--- src/rtl/dchain_pkg.sv ---
package dchain_pkg;

    localparam logic [31:0] TD_MARK = 32'hFFFF_FFFC;

    localparam int ST_FIRST = 31;
    localparam int ST_LAST  = 30;
    localparam int ST_OWN   = 29;
    localparam int ST_EOQ   = 28;
    localparam int ST_TDONE = 27;
    localparam int ST_KEEPC = 26;

    typedef enum logic [2:0] {
        SEL_HEAD   = 3'd0,
        SEL_ACK    = 3'd1,
        SEL_ENABLE = 3'd2,
        SEL_FREE   = 3'd3,
        SEL_TEAR   = 3'd4
    } host_sel_e;

    typedef enum logic [2:0] {
        W_IDLE, W_RD0, W_RD1, W_RD2, W_RD3, W_MODE, W_XFER, W_WB
    } walk_st_e;

    typedef struct packed {
        walk_st_e    st;
        logic [31:0] cur;
        logic [31:0] nxt;
        logic [31:0] bptr;
        logic [31:0] blen;
        logic [31:0] mode;
        logic [31:0] last_wb;
        logic        td_pend;
    } walk_s;

    typedef struct packed {
        logic        en;
        logic        tdw;
        logic [31:0] cp;
    } ack_s;

endpackage

--- src/rtl/dchain_freecnt.sv ---
module dchain_freecnt
    import dchain_pkg::*;
#(
    parameter int IS_RX  = 1,
    parameter int FREE_W = 16
) (
    input  logic              clk,
    input  logic              rst_n,
    input  logic              host_wr,
    input  logic [2:0]        host_sel,
    input  logic [FREE_W-1:0] add_val,
    input  logic              consume,
    output logic [FREE_W-1:0] free_o,
    output logic              free_ok
);

    generate
        if (IS_RX != 0) begin : g_rx
            logic [FREE_W-1:0] cnt_d, cnt_q;

            always_comb begin
                cnt_d = cnt_q;
                if (host_wr && host_sel == SEL_FREE)
                    cnt_d = cnt_d + add_val;
                if (consume)
                    cnt_d = cnt_d - FREE_W'(1);
            end

            always_ff @(posedge clk) begin
                if (!rst_n) cnt_q <= '0;
                else        cnt_q <= cnt_d;
            end

            assign free_o  = cnt_q;
            assign free_ok = (cnt_q != '0);
        end else begin : g_tx
            assign free_o  = '0;
            assign free_ok = 1'b1;
        end
    endgenerate

endmodule

--- src/rtl/dchain_ackregs.sv ---
module dchain_ackregs
    import dchain_pkg::*;
(
    input  logic        clk,
    input  logic        rst_n,
    input  logic        host_wr,
    input  logic [2:0]  host_sel,
    input  logic [31:0] host_wdata,
    input  logic        td_fire,
    input  logic [31:0] last_wb,
    output logic        en_o,
    output logic        td_wait_o,
    output logic [31:0] cp_o,
    output logic        irq_o
);

    ack_s d, q;

    always_comb begin
        d = q;
        if (host_wr && host_sel == SEL_ENABLE)
            d.en = host_wdata[0];
        if (host_wr && host_sel == SEL_ACK) begin
            d.cp = host_wdata;
            if (host_wdata == TD_MARK)
                d.tdw = 1'b0;
        end
        // the engine's marker write wins over a host write in the same cycle
        if (td_fire) begin
            d.cp  = TD_MARK;
            d.tdw = 1'b1;
        end
    end

    always_ff @(posedge clk) begin
        if (!rst_n) q <= '0;
        else        q <= d;
    end

    assign en_o      = q.en;
    assign td_wait_o = q.tdw;
    assign cp_o      = q.cp;
    assign irq_o     = (last_wb != q.cp) || q.tdw;

endmodule

--- src/rtl/dchain_walker.sv ---
module dchain_walker
    import dchain_pkg::*;
#(
    parameter int          LEN_W   = 11,
    parameter int          CH_W    = 3,
    parameter int unsigned CHAN_ID = 0
) (
    input  logic             clk,
    input  logic             rst_n,
    input  logic             host_wr,
    input  logic [2:0]       host_sel,
    input  logic [31:0]      host_wdata,
    input  logic             en,
    input  logic             td_wait,
    input  logic             free_ok,
    output logic             ram_en,
    output logic             ram_we,
    output logic [31:0]      ram_addr,
    output logic [31:0]      ram_wdata,
    input  logic [31:0]      ram_rdata,
    output logic             xfer_req,
    output logic [31:0]      xfer_addr,
    output logic [LEN_W-1:0] xfer_len,
    input  logic             xfer_done,
    output logic [31:0]      head_o,
    output logic [31:0]      last_wb_o,
    output logic             consume_o,
    output logic             td_fire_o
);

    localparam logic [CH_W-1:0] MY_ID = CH_W'(CHAN_ID);

    walk_s d, q;
    logic        head_wr, tear_wr, td_now;
    logic [31:0] wb_word;

    assign head_wr = host_wr && host_sel == SEL_HEAD;
    assign tear_wr = host_wr && host_sel == SEL_TEAR
                     && host_wdata[CH_W-1:0] == MY_ID;
    assign td_now  = q.td_pend || tear_wr;

    always_comb begin
        wb_word          = q.mode;
        wb_word[ST_OWN]  = 1'b0;
        wb_word[LEN_W-1:0] = q.blen[LEN_W-1:0];
        if (td_now)
            wb_word[ST_TDONE] = 1'b1;
        else if (q.nxt == '0)
            wb_word[ST_EOQ] = 1'b1;
    end

    always_comb begin
        d         = q;
        ram_en    = 1'b0;
        ram_we    = 1'b0;
        ram_addr  = '0;
        ram_wdata = '0;
        xfer_req  = 1'b0;
        consume_o = 1'b0;
        td_fire_o = 1'b0;

        if (tear_wr)
            d.td_pend = 1'b1;
        if (head_wr && q.st == W_IDLE && q.cur == '0 && !td_wait && !q.td_pend)
            d.cur = host_wdata;

        case (q.st)
            W_IDLE: begin
                if (q.td_pend) begin
                    d.td_pend = 1'b0;
                    d.cur     = '0;
                    d.last_wb = TD_MARK;
                    td_fire_o = 1'b1;
                end else if (q.cur != '0 && en && !td_wait && free_ok) begin
                    d.st = W_RD0;
                end
            end
            W_RD0: begin
                ram_en    = 1'b1;
                ram_addr  = q.cur;
                consume_o = 1'b1;
                d.st      = W_RD1;
            end
            W_RD1: begin
                d.nxt    = ram_rdata;
                ram_en   = 1'b1;
                ram_addr = q.cur + 32'd4;
                d.st     = W_RD2;
            end
            W_RD2: begin
                d.bptr   = ram_rdata;
                ram_en   = 1'b1;
                ram_addr = q.cur + 32'd8;
                d.st     = W_RD3;
            end
            W_RD3: begin
                d.blen   = ram_rdata;
                ram_en   = 1'b1;
                ram_addr = q.cur + 32'd12;
                d.st     = W_MODE;
            end
            W_MODE: begin
                d.mode = ram_rdata;
                d.st   = W_XFER;
            end
            W_XFER: begin
                xfer_req = 1'b1;
                if (xfer_done)
                    d.st = W_WB;
            end
            W_WB: begin
                ram_en    = 1'b1;
                ram_we    = 1'b1;
                ram_addr  = q.cur + 32'd12;
                ram_wdata = wb_word;
                d.st      = W_IDLE;
                if (td_now) begin
                    d.td_pend = 1'b0;
                    d.cur     = '0;
                    d.last_wb = TD_MARK;
                    td_fire_o = 1'b1;
                end else begin
                    d.last_wb = q.cur;
                    d.cur     = q.nxt;
                end
            end
            default: d.st = W_IDLE;
        endcase
    end

    always_ff @(posedge clk) begin
        if (!rst_n) q <= '0;
        else        q <= d;
    end

    assign xfer_addr = q.bptr;
    assign xfer_len  = q.blen[LEN_W-1:0];
    assign head_o    = q.cur;
    assign last_wb_o = q.last_wb;

endmodule

--- src/rtl/dchain_dma_chan.sv ---
module dchain_dma_chan
    import dchain_pkg::*;
#(
    parameter int          LEN_W   = 11,
    parameter int          FREE_W  = 16,
    parameter int          CH_W    = 3,
    parameter int unsigned CHAN_ID = 0,
    parameter int          IS_RX   = 1
) (
    input  logic              clk,
    input  logic              rst_n,
    input  logic              host_wr,
    input  logic [2:0]        host_sel,
    input  logic [31:0]       host_wdata,
    output logic              ram_en,
    output logic              ram_we,
    output logic [31:0]       ram_addr,
    output logic [31:0]       ram_wdata,
    input  logic [31:0]       ram_rdata,
    output logic              xfer_req,
    output logic [31:0]       xfer_addr,
    output logic [LEN_W-1:0]  xfer_len,
    input  logic              xfer_done,
    output logic [31:0]       hdp_o,
    output logic [31:0]       cp_o,
    output logic [FREE_W-1:0] free_o,
    output logic              irq_o
);

    logic        en, td_wait, free_ok, consume, td_fire;
    logic [31:0] last_wb;

    dchain_walker #(
        .LEN_W(LEN_W), .CH_W(CH_W), .CHAN_ID(CHAN_ID)
    ) walk_i (
        .clk(clk), .rst_n(rst_n),
        .host_wr(host_wr), .host_sel(host_sel), .host_wdata(host_wdata),
        .en(en), .td_wait(td_wait), .free_ok(free_ok),
        .ram_en(ram_en), .ram_we(ram_we), .ram_addr(ram_addr),
        .ram_wdata(ram_wdata), .ram_rdata(ram_rdata),
        .xfer_req(xfer_req), .xfer_addr(xfer_addr), .xfer_len(xfer_len),
        .xfer_done(xfer_done),
        .head_o(hdp_o), .last_wb_o(last_wb),
        .consume_o(consume), .td_fire_o(td_fire)
    );

    dchain_ackregs ack_i (
        .clk(clk), .rst_n(rst_n),
        .host_wr(host_wr), .host_sel(host_sel), .host_wdata(host_wdata),
        .td_fire(td_fire), .last_wb(last_wb),
        .en_o(en), .td_wait_o(td_wait), .cp_o(cp_o), .irq_o(irq_o)
    );

    dchain_freecnt #(
        .IS_RX(IS_RX), .FREE_W(FREE_W)
    ) free_i (
        .clk(clk), .rst_n(rst_n),
        .host_wr(host_wr), .host_sel(host_sel),
        .add_val(host_wdata[FREE_W-1:0]),
        .consume(consume), .free_o(free_o), .free_ok(free_ok)
    );

endmodule

--- config.mk ---
export PLATFORM = sky130hd
export DESIGN_NAME = dchain_dma_chan
export DESIGN_NICKNAME = d
export VERILOG_FILES = /design/src/rtl/dchain_pkg.sv /design/src/rtl/dchain_freecnt.sv /design/src/rtl/dchain_ackregs.sv /design/src/rtl/dchain_walker.sv /design/src/rtl/dchain_dma_chan.sv
export SDC_FILE = /design/constraint.sdc
export NUM_CORES = 1
export LEC_CHECK = 0
export BUFFER_PORTS_ARGS = -buffer_cell sky130_fd_sc_hd__buf_2
export CAP_MARGIN = 25
export CORE_ASPECT_RATIO = 1.1
export CORE_UTILIZATION = 45
export CTS_BUF_LIST = sky130_fd_sc_hd__clkbuf_4 sky130_fd_sc_hd__clkbuf_8
export CTS_CLUSTER_DIAMETER = 40
export CTS_CLUSTER_SIZE = 25
export DETAILED_ROUTE_END_ITERATION = 16
export PLACE_DENSITY = 0.68
export SLEW_MARGIN = 20
export SYNTH_ARGS = -nofsm -noshare
export SYNTH_HDL_FRONTEND = slang
export SYNTH_SLANG_ARGS = --single-unit
--- constraint.sdc ---
create_clock -name clk -period 7.1 [get_ports clk]
set_input_delay 1.065 -clock clk [delete_from_list [all_inputs] [get_ports clk]]
set_output_delay 1.065 -clock clk [all_outputs]
set_load 0.005 [all_outputs]
==> impl_metrics.csv <==
group,metric,value,unit
yosys,synth_ff_type,"dfxtp_1",
hold_path,hold_depth,2,
worst_setup_path,r2r_setup_slack,3.74,ns
pwr,pwr-share-clk,33.6,%
route,wl_met1,15900,um
worst_setup_path,critPathLaunchType,"register",
global_routing,antenna_found_initial,4,
yosys,ys_types,76,
pwr,combPwrFrac,28.6,%
worst_setup_path,slowest_stage,"dfxtp_1",
sta,finalSetupViolCount,0,
cts,numCtsBuffers,31,
run_status,outcome,"finished, final reports clean",
route,dr_wl_met2,18200,um
route,wl_met3,3470,um
hold_path,hp-class,"register to register",
yosys,yosysTopAreaCellShare,36.7,%
final_layout,fin_util,52.5,%
pwr,leakage,0.00568,uW
final_layout,drive_above_1_share,21.2,%
final_layout,syn2layout_area_growth,14.5,%
worst_setup_path,crit_required,6.03,ns
sta,slew_violations,0,
worst_setup_path,crit_chain,"xnor2_1 -> nand2_1 -> fa_1 -> or3_1 -> nor2_1 -> a22o_1 -> nand4_1 -> o21ai_0 -> buf_2",
pwr,finalPower,3780,uW
worst_setup_path,reg2reg_to,"free_i.free_o[11]$_SDFF_PN0_",
pwr,power.switching,1390,uW
cts,cts_tree,"built",
worst_setup_path,cp-startpoint,"walk_i.q[194]$_SDFFE_PN0P_",
sta,slew_headroom,32.0,%
sta,rsz0062_at_grt,"false",
route,vias,11700,
cts,ctsResizeCount,0,
yosys,synthesis.area,11600,sq um
route,ant_nets,0,
yosys,synth_area_leaders,"dfxtp_1, a21oi_1, nand2_1, buf_4, nor2_1",
cts,clockRootBuffer,"clkbuf_8",
worst_setup_path,crit_type,"register to output port",
final_layout,layout_commonest_cell,"nand2_1",
global_routing,grt-ovfl-total,0,
floorplan,rows,61,
sta,period_minus_slack,5.24,ns
cts,clk_latency,0.60,ns
yosys,synth_seq_cells,213,
route,drcViolationCount,0,
sta,hold_viol,0,
yosys,synth_top_cell_by_area,"dfxtp_1",
pwr,pwr-share-seq,37.8,%
floorplan,start_util,45.8,%
pwr,power_density,284,nW/um^2
yosys,async_flop_share,0,%
yosys,yosys_warnings,0,
cts,cts_setup_buffers,0,
cts,postCtsHoldBufs,0,
yosys,synth_edf_count,0,
final_layout,nets,1754,
floorplan,die_area,26500,sq um
yosys,synth.yosys.seq_area_share,36.7,%
final_layout,layout_common_cells,"nand2_1, buf_2, a21oi_1, dfxtp_1, nor2_1",
worst_setup_path,reg2reg_depth,7,
global_routing,grt_pass1_vias,10900,
sta,fin_crit_sh,73.9,%
worst_setup_path,path_max_fanout,28,
route,totalWireLength,39000,um
floorplan,die_h,170,um
floorplan,io_pins,262,
yosys,syn_inst,1546,
global_routing,track_usage,28.6,%
placement,place_hpwl,28300,um
yosys,synth_area_per_cell,7.51,sq um
pwr,vdd_drop_max,0.201,mV
yosys,syn_nets,1637,
cts,clock_path_buffers,3,
run,drv_cap,0,
pwr,swShare,36.9,%
route,drt_iter0_drc,908,
cts,numClockSinks,213,
worst_setup_path,end_kind,"output port",
cts,h-tree-depth,1,
route,viasPerCell,5.76,
sta,tns,0,ns
placement,gp_congestion,0.924,
floorplan,coreArea,25300,sq um
worst_setup_path,endpoint,"ram_addr[30]",
worst_setup_path,max_stage_delay,0.99,ns
worst_setup_path,reg2reg_from,"walk_i.q[193]$_SDFFE_PN0P_",
route,wl_per_cell,19.1,um
sta,worst_pin_slew,1.02,ns
floorplan,die-width,155,um
sta,clock.fmax,191,MHz
global_routing,grt_first_pass_wirelength,59700,um
route,dr.pass1.iters,6,
route,routed.top_layer,"met5",
cts,clk_pin_slew_worst_paths,0.07,ns
sta,clock_skew,0.0162,ns
pwr,p_int,2380,uW
worst_setup_path,cp.arrival,4.18,ns
global_routing,grt_max_degree,135,
placement,portBuffers,260,
## Yosys cell counts, types with 9 or more instances
| library cell | number |
|---|---|
| buf_4 | 76 |
| and3_1 | 11 |
| o21a_1 | 9 |
| xnor2_1 | 16 |
| inv_1 | 11 |
| nor3_1 | 16 |
| nor2_1 | 147 |
| nand2_1 | 262 |
| and2_1 | 32 |
| mux2i_1 | 38 |
| o22ai_1 | 34 |
| a31oi_1 | 10 |
| a21oi_1 | 242 |
| ha_1 | 18 |
| nor4_1 | 32 |
| clkbuf_1 | 102 |
| xor2_1 | 37 |
| dfxtp_1 | 213 |
| o21ai_0 | 49 |
| nand3_1 | 21 |
| nand4_1 | 32 |
## stage by stage
stage / hold slack [ns] / worst slack (ns) / instance area (sq um) / cells
finish: 0.454 / 1.86 / 13300 / 2036
global route: 0.473 / 1.53 / 13300 / 2036
CTS: 0.457 / 1.95 / 13300 / 2034
detailed placement: 0.446 / 2.60 / 12500 / 1976
global placement: 0.438 / 2.65 / 12500 / 1975
floorplan: 0.432 / 3.34 / 11600 / 1546
## power by group through the flow
stage / clock (uW) / sequential [uW] / combinational [uW]
after global routing: 1340 / 1440 / 1200
after global placement: 0 / 1450 / 1050
after floorplan: 0 / 1380 / 807
after detailed placement: 0 / 1450 / 1060
after CTS: 1280 / 1430 / 1070
final: 1270 / 1430 / 1080
## logic make-up (layout without fill, tap and decap cells)
kind of cell / count (synthesis) / after routing / synth area share [%]
xor gates and xnor gates: 53 / 53 / 4.00
muxes: 39 / 39 / 3.37
other: 1 / 3 / 0.0323
adders and majority gates: 20 / 20 / 2.28
buffers and inverters: 200 / 342 / 9.01
AOI/OAI and AO/OA: 414 / 414 / 20.6
DFF: 213 / 213 / 36.7
and+or+nand+nor: 606 / 606 / 24.0
## routing by layer
layer | global-route usage, % | vias to the layer above
met3 | 6.67 | 101
met5 | 0 | -
met2 | 48.1 | 556
li1 | - | 5584
met1 | 35.4 | 5492
met4 | 11.1 | 4
## worst max-delay path: cells and delay by family, from the launching register on
family | cells | cell delay [ns]
adders and majority gates | 1 | 0.46
and+or+nand+nor | 4 | 1.21
DFF | 1 | 0.99
xor gates and xnor gates | 1 | 0.22
buffers and inverters | 1 | 0.15
AOI/OAI and AO/OA | 2 | 0.56
## worst min path at each step
stage / startpoint / to / slack, ns
after floorplan: walk_i.q[44]$_SDFFE_PN0P_ / walk_i.q[44]$_SDFFE_PN0P_ / 0.43
after global placement: walk_i.q[55]$_SDFFE_PN0P_ / walk_i.q[55]$_SDFFE_PN0P_ / 0.44
after detailed placement: walk_i.xfer_addr[0]$_SDFFE_PN0P_ / walk_i.xfer_addr[0]$_SDFFE_PN0P_ / 0.45
after CTS: walk_i.xfer_addr[0]$_SDFFE_PN0P_ / walk_i.xfer_addr[0]$_SDFFE_PN0P_ / 0.46
after global routing: walk_i.xfer_addr[0]$_SDFFE_PN0P_ / walk_i.xfer_addr[0]$_SDFFE_PN0P_ / 0.47
final: walk_i.xfer_addr[27]$_SDFFE_PN0P_ / walk_i.xfer_addr[27]$_SDFFE_PN0P_ / 0.45
## cell type report
cell class                      count  area [sq um]
Sequential cell                   213          4260
Inverter                           12          50.0
Multi-Input combinational cell   1133          6330
Tap cell                          346           433
Fill cell                        2572         12000
Clock inverter                     25           364
Clock buffer                       33           448
Timing Repair Buffer              272          1400
Antenna cell                        2          5.00
## flip-flops by register name (all words and copies together), names as in the netlist, 11 cells and up
register and cells:
walk_i.head_o 32, ack_i.cp_o 32, walk_i.xfer_len 11, walk_i.last_wb_o 32
walk_i.xfer_addr 32, free_i.free_o 16, walk_i.q 56
Note: power is estimated with default switching activity, not from simulation.
